`config.mk`:
```
export PLATFORM = sky130hd
export DESIGN_NAME = asid_bkpt_cmp
export DESIGN_NICKNAME = d
export VERILOG_FILES = /design/src/rtl/bkpt_pkg.sv /design/src/rtl/bkpt_regs.sv /design/src/rtl/bkpt_pc_cmp.sv /design/src/rtl/bkpt_op_cmp.sv /design/src/rtl/asid_bkpt_cmp.sv
export SDC_FILE = /design/constraint.sdc
export NUM_CORES = 1
export LEC_CHECK = 0
export BUFFER_PORTS_ARGS = -buffer_cell sky130_fd_sc_hd__buf_2
export CAP_MARGIN = 25
export CORE_MARGIN = 2
export CORE_UTILIZATION = 45
export CTS_BUF_LIST = sky130_fd_sc_hd__clkbuf_2 sky130_fd_sc_hd__clkbuf_4 sky130_fd_sc_hd__clkbuf_8
export CTS_CLUSTER_SIZE = 24
export DETAILED_ROUTE_END_ITERATION = 7
export SLEW_MARGIN = 20
export SYNTH_ARGS = -nofsm -noshare
export SYNTH_HDL_FRONTEND = slang
export SYNTH_HIERARCHICAL = 1
export SYNTH_SLANG_ARGS = --single-unit
```
`constraint.sdc`:
```
create_clock -name clk -period 2.6 [get_ports clk]
set_input_delay 0.13 -clock clk [delete_from_list [all_inputs] [get_ports clk]]
set_output_delay 0.13 -clock clk [all_outputs]
set_load 0.01 [all_outputs]
```
`src/rtl/bkpt_pkg.sv`:
```
package bkpt_pkg;
  localparam int ADDR_W_DEF = 32;
  localparam int DATA_W_DEF = 32;
  localparam int ASID_W_DEF = 8;
  localparam int NUM_PC_DEF = 4;

  // Layout of the control word for a bank of n instruction breakpoints.
  function automatic int ctl_pc_incl_lsb(input int n);
    return n;
  endfunction
  function automatic int ctl_op_en_bit(input int n);
    return 2 * n;
  endfunction
  function automatic int ctl_op_incl_bit(input int n);
    return 2 * n + 1;
  endfunction
endpackage

```
`src/rtl/bkpt_regs.sv`:
```
module bkpt_regs
  import bkpt_pkg::*;
#(
  parameter int NUM_PC = NUM_PC_DEF,
  parameter int AW     = ADDR_W_DEF,
  parameter int DW     = DATA_W_DEF,
  parameter int SW     = ASID_W_DEF,
  parameter int SEL_W  = 4
) (
  input  logic                     clk,
  input  logic                     rst_n,
  input  logic                     wr_en,
  input  logic [SEL_W-1:0]         wr_sel,
  input  logic [DW-1:0]            wr_data,
  output logic [NUM_PC-1:0][AW-1:0] pc_ref_addr,
  output logic [NUM_PC-1:0][SW-1:0] pc_ref_asid,
  output logic [NUM_PC-1:0]        pc_en,
  output logic [NUM_PC-1:0]        pc_incl,
  output logic [AW-1:0]            op_ref_addr,
  output logic [SW-1:0]            op_ref_asid,
  output logic [DW-1:0]            op_ref_data,
  output logic [DW-1:0]            op_mask,
  output logic                     op_en,
  output logic                     op_incl
);
  localparam int SEL_PCA  = 0;
  localparam int SEL_PCS  = NUM_PC;
  localparam int SEL_OPA  = 2 * NUM_PC;
  localparam int SEL_OPS  = SEL_OPA + 1;
  localparam int SEL_OPD  = SEL_OPA + 2;
  localparam int SEL_MSK  = SEL_OPA + 3;
  localparam int SEL_CTL  = SEL_OPA + 4;
  localparam int CTL_W    = 2 * NUM_PC + 2;

  logic [NUM_PC-1:0][AW-1:0] pca_d;
  logic [NUM_PC-1:0][SW-1:0] pcs_d;
  logic [AW-1:0]             opa_d;
  logic [SW-1:0]             ops_d;
  logic [DW-1:0]             opd_d, msk_d;
  logic [CTL_W-1:0]          ctl_d, ctl_q;

  // Next-state: each register loads only on its own select.
  always_comb begin
    pca_d = pc_ref_addr;
    pcs_d = pc_ref_asid;
    opa_d = op_ref_addr;
    ops_d = op_ref_asid;
    opd_d = op_ref_data;
    msk_d = op_mask;
    ctl_d = ctl_q;
    if (wr_en) begin
      for (int k = 0; k < NUM_PC; k++) begin
        if (wr_sel == SEL_W'(SEL_PCA + k)) pca_d[k] = wr_data[AW-1:0];
        if (wr_sel == SEL_W'(SEL_PCS + k)) pcs_d[k] = wr_data[SW-1:0];
      end
      if (wr_sel == SEL_W'(SEL_OPA)) opa_d = wr_data[AW-1:0];
      if (wr_sel == SEL_W'(SEL_OPS)) ops_d = wr_data[SW-1:0];
      if (wr_sel == SEL_W'(SEL_OPD)) opd_d = wr_data;
      if (wr_sel == SEL_W'(SEL_MSK)) msk_d = wr_data;
      if (wr_sel == SEL_W'(SEL_CTL)) ctl_d = wr_data[CTL_W-1:0];
    end
  end

  always_ff @(posedge clk or negedge rst_n) begin
    if (!rst_n) begin
      pc_ref_addr <= '0;
      pc_ref_asid <= '0;
      op_ref_addr <= '0;
      op_ref_asid <= '0;
      op_ref_data <= '0;
      op_mask     <= '0;
      ctl_q       <= '0;
    end else begin
      pc_ref_addr <= pca_d;
      pc_ref_asid <= pcs_d;
      op_ref_addr <= opa_d;
      op_ref_asid <= ops_d;
      op_ref_data <= opd_d;
      op_mask     <= msk_d;
      ctl_q       <= ctl_d;
    end
  end

  assign pc_en   = ctl_q[NUM_PC-1:0];
  assign pc_incl = ctl_q[ctl_pc_incl_lsb(NUM_PC) +: NUM_PC];
  assign op_en   = ctl_q[ctl_op_en_bit(NUM_PC)];
  assign op_incl = ctl_q[ctl_op_incl_bit(NUM_PC)];

  // a write to a select beyond the map leaves every register as it was
  assert_unmapped_ignored_R10: assert property (@(posedge clk) disable iff (!rst_n)
    (wr_en && wr_sel > SEL_W'(SEL_CTL)) |=>
      ($stable(ctl_q) && $stable(pc_ref_addr) && $stable(pc_ref_asid) &&
       $stable(op_ref_addr) && $stable(op_ref_asid) && $stable(op_ref_data) &&
       $stable(op_mask)));
endmodule

```
`src/rtl/bkpt_pc_cmp.sv`:
```
module bkpt_pc_cmp
  import bkpt_pkg::*;
#(
  parameter int AW = ADDR_W_DEF,
  parameter int SW = ASID_W_DEF
) (
  input  logic          en,
  input  logic          incl,
  input  logic [AW-1:0] ref_addr,
  input  logic [SW-1:0] ref_asid,
  input  logic [AW-1:0] addr,
  input  logic [SW-1:0] asid,
  output logic          hit
);
  logic addr_eq, asid_ok;

  always_comb begin
    addr_eq = (addr == ref_addr);
    asid_ok = !incl || (asid == ref_asid);
    hit     = en && addr_eq && asid_ok;
  end
endmodule

```
`src/rtl/bkpt_op_cmp.sv`:
```
module bkpt_op_cmp
  import bkpt_pkg::*;
#(
  parameter int AW = ADDR_W_DEF,
  parameter int DW = DATA_W_DEF,
  parameter int SW = ASID_W_DEF
) (
  input  logic          en,
  input  logic          incl,
  input  logic [AW-1:0] ref_addr,
  input  logic [SW-1:0] ref_asid,
  input  logic [DW-1:0] ref_data,
  input  logic [DW-1:0] mask,
  input  logic [AW-1:0] addr,
  input  logic [DW-1:0] data,
  input  logic [SW-1:0] asid,
  output logic          hit
);
  logic addr_eq, asid_ok, data_ok;

  always_comb begin
    addr_eq = (addr == ref_addr);
    asid_ok = !incl || (asid == ref_asid);
    data_ok = ((data ^ ref_data) & mask) == '0;
    hit     = en && addr_eq && asid_ok && data_ok;
  end
endmodule

```
`src/rtl/asid_bkpt_cmp.sv`:
```
module asid_bkpt_cmp
  import bkpt_pkg::*;
#(
  parameter int NUM_PC = NUM_PC_DEF,
  parameter int AW     = ADDR_W_DEF,
  parameter int DW     = DATA_W_DEF,
  parameter int SW     = ASID_W_DEF,
  parameter int SEL_W  = 4
) (
  input  logic              clk,
  input  logic              rst_n,
  input  logic              wr_en,
  input  logic [SEL_W-1:0]  wr_sel,
  input  logic [DW-1:0]     wr_data,
  input  logic              pc_valid,
  input  logic [AW-1:0]     pc_addr,
  input  logic [SW-1:0]     cur_asid,
  input  logic              op_valid,
  input  logic [AW-1:0]     op_addr,
  input  logic [DW-1:0]     op_data,
  output logic [NUM_PC-1:0] pc_hit_vec,
  output logic              op_hit,
  output logic              trig
);
  logic [NUM_PC-1:0][AW-1:0] pc_ref_addr;
  logic [NUM_PC-1:0][SW-1:0] pc_ref_asid;
  logic [NUM_PC-1:0]         pc_en, pc_incl, pc_hit_c, pc_hit_d;
  logic [AW-1:0]             op_ref_addr;
  logic [SW-1:0]             op_ref_asid;
  logic [DW-1:0]             op_ref_data, op_mask;
  logic                      op_en, op_incl, op_hit_c, op_hit_d, trig_d;

  bkpt_regs #(.NUM_PC(NUM_PC), .AW(AW), .DW(DW), .SW(SW), .SEL_W(SEL_W)) u_regs (
    .clk(clk), .rst_n(rst_n), .wr_en(wr_en), .wr_sel(wr_sel), .wr_data(wr_data),
    .pc_ref_addr(pc_ref_addr), .pc_ref_asid(pc_ref_asid), .pc_en(pc_en),
    .pc_incl(pc_incl), .op_ref_addr(op_ref_addr), .op_ref_asid(op_ref_asid),
    .op_ref_data(op_ref_data), .op_mask(op_mask), .op_en(op_en), .op_incl(op_incl)
  );

  for (genvar k = 0; k < NUM_PC; k++) begin : g_pc
    bkpt_pc_cmp #(.AW(AW), .SW(SW)) u_cmp (
      .en(pc_en[k]), .incl(pc_incl[k]), .ref_addr(pc_ref_addr[k]),
      .ref_asid(pc_ref_asid[k]), .addr(pc_addr), .asid(cur_asid), .hit(pc_hit_c[k])
    );

    // a hit bit needs the breakpoint enabled at the compare edge
    assert_pc_enabled_R4: assert property (@(posedge clk) disable iff (!rst_n)
      pc_hit_vec[k] |-> $past(pc_en[k]));
    // a hit bit means the presented address equalled the stored one
    assert_pc_addr_R2: assert property (@(posedge clk) disable iff (!rst_n)
      pc_hit_vec[k] |-> ($past(pc_addr) == $past(pc_ref_addr[k])));
    // with inclusion on, the ASID must also have matched
    assert_pc_asid_R3: assert property (@(posedge clk) disable iff (!rst_n)
      (pc_hit_vec[k] && $past(pc_incl[k])) |-> ($past(cur_asid) == $past(pc_ref_asid[k])));
  end

  bkpt_op_cmp #(.AW(AW), .DW(DW), .SW(SW)) u_op (
    .en(op_en), .incl(op_incl), .ref_addr(op_ref_addr), .ref_asid(op_ref_asid),
    .ref_data(op_ref_data), .mask(op_mask), .addr(op_addr), .data(op_data),
    .asid(cur_asid), .hit(op_hit_c)
  );

  // Next-state: a hit is kept only when its strobe was present.
  always_comb begin
    pc_hit_d = pc_valid ? pc_hit_c : '0;
    op_hit_d = op_valid && op_hit_c;
    trig_d   = (|pc_hit_d) || op_hit_d;
  end

  always_ff @(posedge clk or negedge rst_n) begin
    if (!rst_n) begin
      pc_hit_vec <= '0;
      op_hit     <= 1'b0;
      trig       <= 1'b0;
    end else begin
      pc_hit_vec <= pc_hit_d;
      op_hit     <= op_hit_d;
      trig       <= trig_d;
    end
  end

  // no output without a strobe one edge earlier
  assert_hit_needs_valid_R6: assert property (@(posedge clk) disable iff (!rst_n)
    ((|pc_hit_vec) |-> $past(pc_valid)) and (op_hit |-> $past(op_valid)));
  // operand hit implies enabled breakpoint and equal address
  assert_op_addr_R7: assert property (@(posedge clk) disable iff (!rst_n)
    op_hit |-> ($past(op_en) && $past(op_addr) == $past(op_ref_addr)));
  // operand hit implies equal data in every unmasked bit
  assert_op_data_R8: assert property (@(posedge clk) disable iff (!rst_n)
    op_hit |-> ((($past(op_data) ^ $past(op_ref_data)) & $past(op_mask)) == '0));
endmodule

```
# ---- Yosys cells after proc, flatten, opt, wreduce, memory -nomap -nowiden
# Cells that the tools add are included.
dict set report totals {
  ff_bits 280
  inputBits 145
  out_inout_bits 6
  word_cells 80
}
dict set report op_classes {
  eq_ne 22
  muxes 1
  bitwise_logic 2
  n_reduce_logical 39
}
# op n
set ops {}
lappend ops {{$eq A32 B32 Y1} 5}
lappend ops {{$eq A8 B8 Y1} 5}
lappend ops {{$and A32 B32 Y32} 1}
lappend ops {{$logic_not A32 Y1} 1}
lappend ops {{$xor A32 B32 Y32} 1}
lappend ops {{$reduce_and A2 Y1} 13}
lappend ops {{$eq A4 B4 Y1 const B} 5}
lappend ops {{$eq A4 B3 Y1 const B} 4}
lappend ops {{$logic_and A1 B1 Y1} 12}
lappend ops {{$eq A4 B2 Y1 const B} 2}
lappend ops {{$logic_or A1 B1 Y1} 6}
lappend ops {{$logic_not A1 Y1} 5}
lappend ops {{$eq A4 B1 Y1 const B} 1}
lappend ops {{$logic_not A4 Y1} 1}
lappend ops {{$mux W4} 1}
lappend ops {{$reduce_or A4 Y1} 1}

# ---- Logic depth before layout (Yosys ltp)
# Gate-level depths: netlist of run 1.
dict set report depth {
  depth_word 6
  ltp_mapped 7
  depth_no_buf 7
}

# ---- Modules after synthesis
# The synthesis of run 1 kept the hierarchy.
# module n_inst cells_per_inst area_each_um2 seq_area_each_um2
set by_module_without_submodules {}
lappend by_module_without_submodules {bkpt_regs 1 602 10262.3 6856.6}
lappend by_module_without_submodules {bkpt_pc_cmp 4 55 446.7 0.0}
lappend by_module_without_submodules {bkpt_op_cmp 1 106 898.4 0.0}
lappend by_module_without_submodules {asid_bkpt_cmp 1 13 202.7 150.1}

# ---- Worst setup path before layout of run 1
# No wires, ideal clock.
dict set report synth_path {
  path_kind {flip-flop to flip-flop}
  start {register u_regs.op_ref_data[23]}
  end {register trig}
  setup_time_ps 64
  arrival_time_ps 1519
  slack_ps 1017
  stages_incl_launch_ff 8
  synth_period_minus_slack_ps 1583
  cell_sequence {dfrtp_1 -> xor2_1 -> a22o_1 -> a221oi_1 -> nand4_1 -> nor4_2 -> and2_1 -> or4b_1}
}
dict set report synth_via {
  elab_chain_len 6
}
# element line_no
set synth_lines {}
lappend synth_lines {{from (decl)} bkpt_regs.sv:21} ;# output logic [DW-1:0] op_ref_data,
lappend synth_lines {{from (signal assigned)} bkpt_regs.sv:78} ;# op_ref_data <= opd_d;
lappend synth_lines {{$xor A32 B32 Y32} bkpt_op_cmp.sv:24} ;# data_ok = ((data ^ ref_data) & mask) == '0;
lappend synth_lines {{$and A32 B32 Y32} bkpt_op_cmp.sv:24}
lappend synth_lines {{$logic_not A32 Y1} bkpt_op_cmp.sv:24}
lappend synth_lines {{$logic_and A1 B1 Y1} bkpt_op_cmp.sv:25} ;# hit = en && addr_eq && asid_ok && data_ok;
lappend synth_lines {{named net op_hit_c} asid_bkpt_cmp.sv:31} ;# logic op_en, op_incl, op_hit_c, op_hit_d, trig_d;
lappend synth_lines {{$logic_and A1 B1 Y1} asid_bkpt_cmp.sv:66} ;# op_hit_d = op_valid && op_hit_c;
lappend synth_lines {{named net op_hit_d} asid_bkpt_cmp.sv:31}
lappend synth_lines {{$logic_or A1 B1 Y1} asid_bkpt_cmp.sv:67} ;# trig_d = (|pc_hit_d) || op_hit_d;
lappend synth_lines {{named net trig_d} asid_bkpt_cmp.sv:31}
lappend synth_lines {{to (signal assigned)} asid_bkpt_cmp.sv:78} ;# trig <= trig_d;
lappend synth_lines {{to (decl)} asid_bkpt_cmp.sv:23} ;# output logic trig
# The timed path passes the listed nets, and every way through them passes these cells.
# A chain may end at the register's enable or synchronous reset.

# ---- Final worst setup path of run 1
dict set report layout_path {
  start {register u_regs.op_ref_data[27]}
  end {register trig}
}
# Same word-level chain as after synthesis.

==> results of run 1 <==
## flip-flops by register name (all words and copies together), names as in the netlist
| name | cells |
|---|---|
| u_regs/pc_ref_addr | 128 |
| op_hit | 1 |
| trig | 1 |
| u_regs/pc_ref_asid | 32 |
| u_regs/op_ref_asid | 8 |
| u_regs/op_mask | 32 |
| u_regs/op_ref_data | 32 |
| u_regs/op_ref_addr | 32 |
| u_regs/ctl_q | 10 |
| pc_hit_vec | 4 |
## through the flow
stage          hold slack (ps)  setup WS, ps  utilization  cells  total power [mW]
2_1_floorplan             -166          1020            -    941              7.62
4_1_cts                   5.85           335        0.544   1560              12.7
3_3_place_gp              8.10           365        0.500   1453              8.37
5_1_grt                   13.8           238        0.544   1560              13.2
3_5_place_dp              4.79           350        0.500   1453              8.44
6_report                  28.1           335        0.544   1562              12.5
## cell usage after synthesis, drive strengths merged
master	count	share of area
a2111oi	4	0.0046
a221oi	7	0.0061
a222oi	1	0.00076
a22o	6	0.0040
a22oi	2	0.0011
and2	5	0.0029
and3	1	0.00048
buf	24	0.011
clkbuf	10	0.0029
dfrtp	280	0.53
inv	1	0.00029
mux2	274	0.23
nand2	6	0.0017
nand2b	2	0.00095
nand3	8	0.0030
nand3b	4	0.0032
nand4	15	0.0071
nor2	7	0.0028
nor3	5	0.0019
nor3b	1	0.00095
nor4	41	0.020
o21ai	3	0.0011
or3	2	0.00095
or4b	1	0.00076
xnor2	28	0.019
xor2	203	0.14
## routing by layer
metal | share of wire | wire length (um) | up-vias
met1 | 0.48 | 15700 | 4071
met3 | 0.040 | 1310 | 44
met4 | 0.017 | 546 | 2
li1 | - | - | 3747
met5 | 0.00043 | 14 | -
met2 | 0.47 | 15300 | 174
## critical path: cells and delay by family, from the launching register on
| family | cells | cell delay (ps) |
|---|---|---|
| AO/OA/AOI/OAI | 2 | 630 |
| XOR/XNOR | 1 | 160 |
| flip-flops | 1 | 380 |
| AND/OR/NAND/NOR | 4 | 1020 |
## area by class of cell
class                           instances  area share
Sequential cell                       280       0.448
Multi-Input combinational cell        626       0.382
Timing Repair Buffer                  186      0.0730
Clock buffer                           81      0.0645
Tap cell                              384      0.0307
Clock inverter                          2    0.000641
Antenna cell                            2    0.000320
Inverter                                1    0.000240
## kinds of logic after synthesis
family,share of synthesized area
compound gates,0.0177
xor+xnor,0.154
buf+inv,0.0143
simple gates,0.0467
mux,0.235
flops,0.533
## how the worst max path moves through the flow
stage	endpoint	slack [ps]	cells after the start	from
2_1_floorplan	trig$_DFF_PN0_	1020	7	u_regs/op_ref_data[23]$_DFFE_PN0P_
3_3_place_gp	trig$_DFF_PN0_	360	7	u_regs/op_ref_data[27]$_DFFE_PN0P_
3_5_place_dp	trig$_DFF_PN0_	350	7	u_regs/op_ref_data[27]$_DFFE_PN0P_
4_1_cts	trig$_DFF_PN0_	330	7	u_regs/op_ref_data[27]$_DFFE_PN0P_
5_1_grt	trig$_DFF_PN0_	240	7	u_regs/op_ref_data[27]$_DFFE_PN0P_
6_report	trig$_DFF_PN0_	340	7	u_regs/op_ref_data[27]$_DFFE_PN0P_
## cells in the final DEF, fill, tap and decap left out, types with 17 or more instances in the layout
| cell type | synthesis | routed |
|---|---|---|
| clkbuf_4 | 0 | 17 |
| buf_2 | 18 | 149 |
| dfrtp_1 | 280 | 280 |
| mux2_2 | 237 | 237 |
| clkbuf_8 | 0 | 64 |
| mux2_1 | 37 | 37 |
| nor4_1 | 40 | 40 |
| xor2_1 | 203 | 203 |
| xnor2_1 | 28 | 28 |
| dlygate4sd3_1 | 0 | 24 |
## power by group through the flow
stage | clock network (mW) | registers, mW | logic [mW]
3_3_place_gp | 0 | 6.06 | 2.31
3_5_place_dp | 0 | 6.09 | 2.35
2_1_floorplan | 0 | 5.92 | 1.70
6_report | 4.13 | 6.02 | 2.36
5_1_grt | 4.45 | 6.15 | 2.60
4_1_cts | 4.24 | 6.02 | 2.40
## repair_timing
action	in CTS	in global routing
setup endpoints to repair	0	0
endpoints found under the hold margin	406	0
hold buffers	24	0
==> results.sh, run 1 <==
export IMPL_status="finished clean"
export IMPL_grt_max_degree=101
export IMPL_coreArea_um2=28700
export IMPL_rsz0062_at_grt="no"
export IMPL_wl_per_cell_um=21.1
export IMPL_path_cells="xor2_1 > a22o_1 > a221oi_1 > nand4_1 > nor4_2 > and2_1 > or4b_1"
export IMPL_multi_input_area_um2=5970
export IMPL_routed_wl_um=32900
export IMPL_worst_path_largest_cell_delay_ps=510
export IMPL_sw_frac_of_total=0.269
export IMPL_clock_sinks=280
export IMPL_clock_fmax_mhz=442
export IMPL_hold_class="in -> reg"
export IMPL_fin_crit_sh=0.871
export IMPL_die_h_um=175
export IMPL_r2r_start="u_regs/op_ref_data[27]$_DFFE_PN0P_"
export IMPL_cts_root_buffer="clkbuf_8"
export IMPL_fin_area_um2=15600
export IMPL_r2r_end="trig$_DFF_PN0_"
export IMPL_worstPathRequired_ps=3080
export IMPL_syn_inst=941
export IMPL_postCtsSetupRepairBufs=0
export IMPL_p_per_area_nw_per_um2=801
export IMPL_grt_pass1_vias=8314
export IMPL_clkTransAtPathRegs_ps=60
export IMPL_gr_max_usage_layer="met2"
export IMPL_setup_viol=0
export IMPL_overflow=0
export IMPL_cts_tree="done"
export IMPL_leakagePower_nw=7.16
export IMPL_yosys_warnings=6
export IMPL_grtUsageMet2=0.345
export IMPL_drcViolationCount=0
export IMPL_drt_iter0_drc=358
export IMPL_htreeDepth=2
export IMPL_finalClockSkew_ps=14.7
export IMPL_numCtsBuffers=48
export IMPL_worstPathMaxFanout=2
export IMPL_timing_final_max_slew_violations=0
export IMPL_final_antenna_net_count=0
export IMPL_max_cap_violations=0
export IMPL_track_usage=0.219
export IMPL_io_pins=151
export IMPL_drive_gt1_frac=0.428
export IMPL_die_area_um2=30600
export IMPL_place_gp_congestion=0.766
export IMPL_row_count=62
export IMPL_fillers=2494
export IMPL_holdPathEnd="u_regs/op_ref_addr[23]$_DFFE_PN0P_"
export IMPL_min_from="wr_data[23]"
export IMPL_antenna_found_initial=1
export IMPL_cts_buffer_depth=3
export IMPL_synth_distinct_cells=35
export IMPL_dieWidth_um=175
export IMPL_finalSetupTns_ps=0
export IMPL_intPower_mw=9.15
export IMPL_syn_cell_area_um2=13200
export IMPL_switchingPower_mw=3.36
export IMPL_worstMarginPinSlew_ps=563
export IMPL_fin_crit_ps=2260
export IMPL_reg2reg_slack_ps=340
export IMPL_num_vias=8038
export IMPL_gr_usage_met1=0.318
export IMPL_final_nets=1288
export IMPL_drtPass1Iterations=5
export IMPL_end_kind="flop"
export IMPL_crit_slowest_cell="nor4_2"
export IMPL_critPathKind="reg -> reg"
export IMPL_cts_resized=0
export IMPL_start_util=0.458
export IMPL_synth_seq_area_share=0.533
export IMPL_hold_depth=2
export IMPL_rr_worst_depth=7
export IMPL_clock_latency_ps=550
export IMPL_synth_nets=1086
export IMPL_register_area_um2=7010
export IMPL_max_vdd_ir_drop_uv=451
export IMPL_areaGrowthSynthToFinish_pct=18.8
export IMPL_pwr_share_clk=0.330
export IMPL_pwr_share_seq=0.481
export IMPL_max_slew_margin_rel=0.624
export IMPL_cp_arrival_ps=2740
export IMPL_syn_avg_cell_area_um2=14.0
export IMPL_synth_seq_cells=280
export IMPL_comb_power_share=0.189
export IMPL_met3_usage=0.0368
export IMPL_hpwl_um=22700
export IMPL_place_area_um2=14400
export IMPL_portBuffers=150
export IMPL_vias_per_cell=5.15
export IMPL_startpoint_type="flop"
export IMPL_grt_pass1_wl_um=50400
export IMPL_hold_viol=0
Note: power is estimated with default switching activity, not from simulation.
==> inputs of run 2 (changes only) <==
- ABC_AREA: unset -> 1
==> results.sh, run 2 <==
export IMPL_place_gp_congestion=0.868
export IMPL_drive_gt1_frac=0.121
export IMPL_rr_worst_depth=12
export IMPL_yosysMostFrequentCell="nand2_1"
export IMPL_cts_resized=0
export IMPL_cts_hold_buf=40
export IMPL_yosys_warnings=6
export IMPL_synth_edf_count=0
export IMPL_timing_final_max_slew_violations=0
export IMPL_syn_avg_cell_area_um2=6.91
export IMPL_final_cell_mix="1,032 x nand2_1, 298 x inv_1, 280 x dfrtp_1"
export IMPL_worstPathMaxFanout=3
export IMPL_synthArstFlopShare=1.00
export IMPL_cts_root_buffer="clkbuf_8"
export IMPL_place_area_um2=17100
export IMPL_numCtsBuffers=51
export IMPL_max_vdd_ir_drop_uv=446
export IMPL_die_area_um2=36600
export IMPL_vias_per_cell=5.08
export IMPL_hold_viol=0
export IMPL_critPathKind="reg -> reg"
export IMPL_status="finished clean"
export IMPL_synth_distinct_cells=20
export IMPL_drt_iter0_drc=1136
export IMPL_synth_seq_area_share=0.443
export IMPL_final_antenna_net_count=0
export IMPL_max_slew_margin_rel=0.614
export IMPL_synth_nets=2434
export IMPL_die_h_um=191
export IMPL_finalSetupTns_ps=0
export IMPL_crit_path_end="trig$_DFF_PN0_"
export IMPL_overflow=0
export IMPL_cts_tree="done"
export IMPL_coreArea_um2=34500
export IMPL_regMostFlops="u_regs/pc_ref_addr"
export IMPL_final_nets=2612
export IMPL_synthFlopType="dfrtp_1"
export IMPL_final_common_cell="nand2_1"
export IMPL_fillers=3485
export IMPL_r2r_start="u_regs/op_ref_data[5]$_DFFE_PN0P_"
export IMPL_hpwl_um=35700
export IMPL_io_pins=151
export IMPL_worstMarginPinSlew_ps=580
export IMPL_syn_cell_area_um2=15800
export IMPL_leakagePower_nw=10.3
export IMPL_track_usage=0.294
export IMPL_yosysTopAreaCell="dfrtp_1"
export IMPL_synth_seq_cells=280
export IMPL_drcViolationCount=0
export IMPL_crit_start="u_regs/op_ref_data[5]$_DFFE_PN0P_"
export IMPL_fin_area_um2=18500
export IMPL_synth_common_cells="1,032 x nand2_1, 298 x inv_1, 280 x dfrtp_1"
export IMPL_register_area_um2=7010
export IMPL_antenna_found_initial=4
export IMPL_wl_per_cell_um=17.9
export IMPL_finalClockSkew_ps=32.7
export IMPL_clock_fmax_mhz=559
export IMPL_netlist_area_leader_share=0.443
export IMPL_fin_crit_ps=1790
export IMPL_max_cap_violations=0
export IMPL_hold_class="in -> async"
export IMPL_cp_arrival_ps=2320
export IMPL_num_vias=15000
export IMPL_startpoint_type="flop"
export IMPL_grt_pass1_vias=14400
export IMPL_dieWidth_um=191
export IMPL_setup_viol=0
export IMPL_synthTopCellsByArea="dfrtp_1 44%, nand2_1 25%, inv_1 7.1%"
export IMPL_syn_inst=2289
export IMPL_clock_sinks=280
export IMPL_rsz0062_at_grt="no"
export IMPL_drtPass1Iterations=7
export IMPL_grt_max_degree=106
export IMPL_portBuffers=150
export IMPL_grt_pass1_wl_um=82300
export IMPL_worstPathRequired_ps=3140
export IMPL_p_per_area_nw_per_um2=713
export IMPL_r2r_end="trig$_DFF_PN0_"
export IMPL_clkTransAtPathRegs_ps=60
export IMPL_largest_register_ffs=128
export IMPL_areaGrowthSynthToFinish_pct=17.2
export IMPL_postCtsSetupRepairBufs=0
export IMPL_fin_crit_sh=0.688
export IMPL_row_count=68
export IMPL_routed_wl_um=53000
export IMPL_reg2reg_slack_ps=810
export IMPL_cts_buffer_depth=3
export IMPL_clock_latency_ps=620
export IMPL_end_kind="flop"
export IMPL_start_util=0.458
export IMPL_htreeDepth=2
export IMPL_multi_input_area_um2=7270
## run 2: worst min-delay path by stage
stage / to / slack [ps]
after floorplan: op_hit$_DFF_PN0_ / -170
after global placement: pc_hit_vec[3]$_DFF_PN0_ / 140
after detailed placement: pc_hit_vec[3]$_DFF_PN0_ / 140
after CTS: u_regs/op_ref_addr[10]$_DFFE_PN0P_ / 80
after global routing: u_regs/pc_ref_addr[61]$_DFFE_PN0P_ / 120
final: u_regs/pc_ref_addr[61]$_DFFE_PN0P_ / 90
## run 2: through the flow
step | power, mW | util | hold WS, ps | instances | worst slack, ps
2_1_floorplan | 7.82 | - | -166 | 2289 | 1320
3_3_place_gp | 8.79 | 0.495 | 140 | 2829 | 886
3_5_place_dp | 8.88 | 0.495 | 140 | 2829 | 870
4_1_cts | 13.3 | 0.536 | 79.4 | 2954 | 815
5_1_grt | 14.1 | 0.536 | 121 | 2954 | 663
6_report | 13.2 | 0.537 | 94.3 | 2956 | 812
## run 2: area by class of cell
cell class,instances,share of cell area
Tap cell,455,0.0307
Multi-Input combinational cell,1604,0.392
Antenna cell,2,0.000270
Clock inverter,3,0.00162
Clock buffer,82,0.0541
Sequential cell,280,0.378
Inverter,304,0.0616
Timing Repair Buffer,226,0.0816
## run 2: where the power goes
| part | switching (mW) | internal, mW | leakage (nW) |
|---|---|---|---|
| Sequential | 0.626 | 5.27 | 3.52 |
| Clock | 1.91 | 2.42 | 0.550 |
| Combinational | 1.80 | 1.19 | 6.19 |
## run 2: logic make-up (layout without fill, tap and decap cells)
| kind of cell | count (synthesis) | after routing | share of synthesized area |
|---|---|---|---|
| AOI/OAI and AO/OA | 109 | 109 | 0.0434 |
| xor gates and xnor gates | 63 | 63 | 0.0349 |
| buffers and inverters | 405 | 615 | 0.0985 |
| DFF | 280 | 280 | 0.443 |
| other | 0 | 2 | 0 |
| and+or+nand+nor | 1432 | 1432 | 0.380 |
## run 2: per-layer routing
metal	part of all wire	routed length (um)	track usage	vias to the layer above
met1	0.43	22900	0.394	6996
li1	-	-	-	7409
met5	0.00047	25	0	-
met3	0.070	3690	0.0532	93
met4	0.028	1490	0.0964	4
met2	0.47	24900	0.481	529
## run 2: critical path, cell delays in order, from the launching register on
cell and delay [ps]:
dfrtp_1 390, or2_1 230, nand3_1 70, nand2_1 50, nor2_1 150, nand2_1 120
nor2_1 150, nand2_1 100, nor2_1 110, nand2_1 60, inv_1 150, nor2_1 70
nand2_1 60
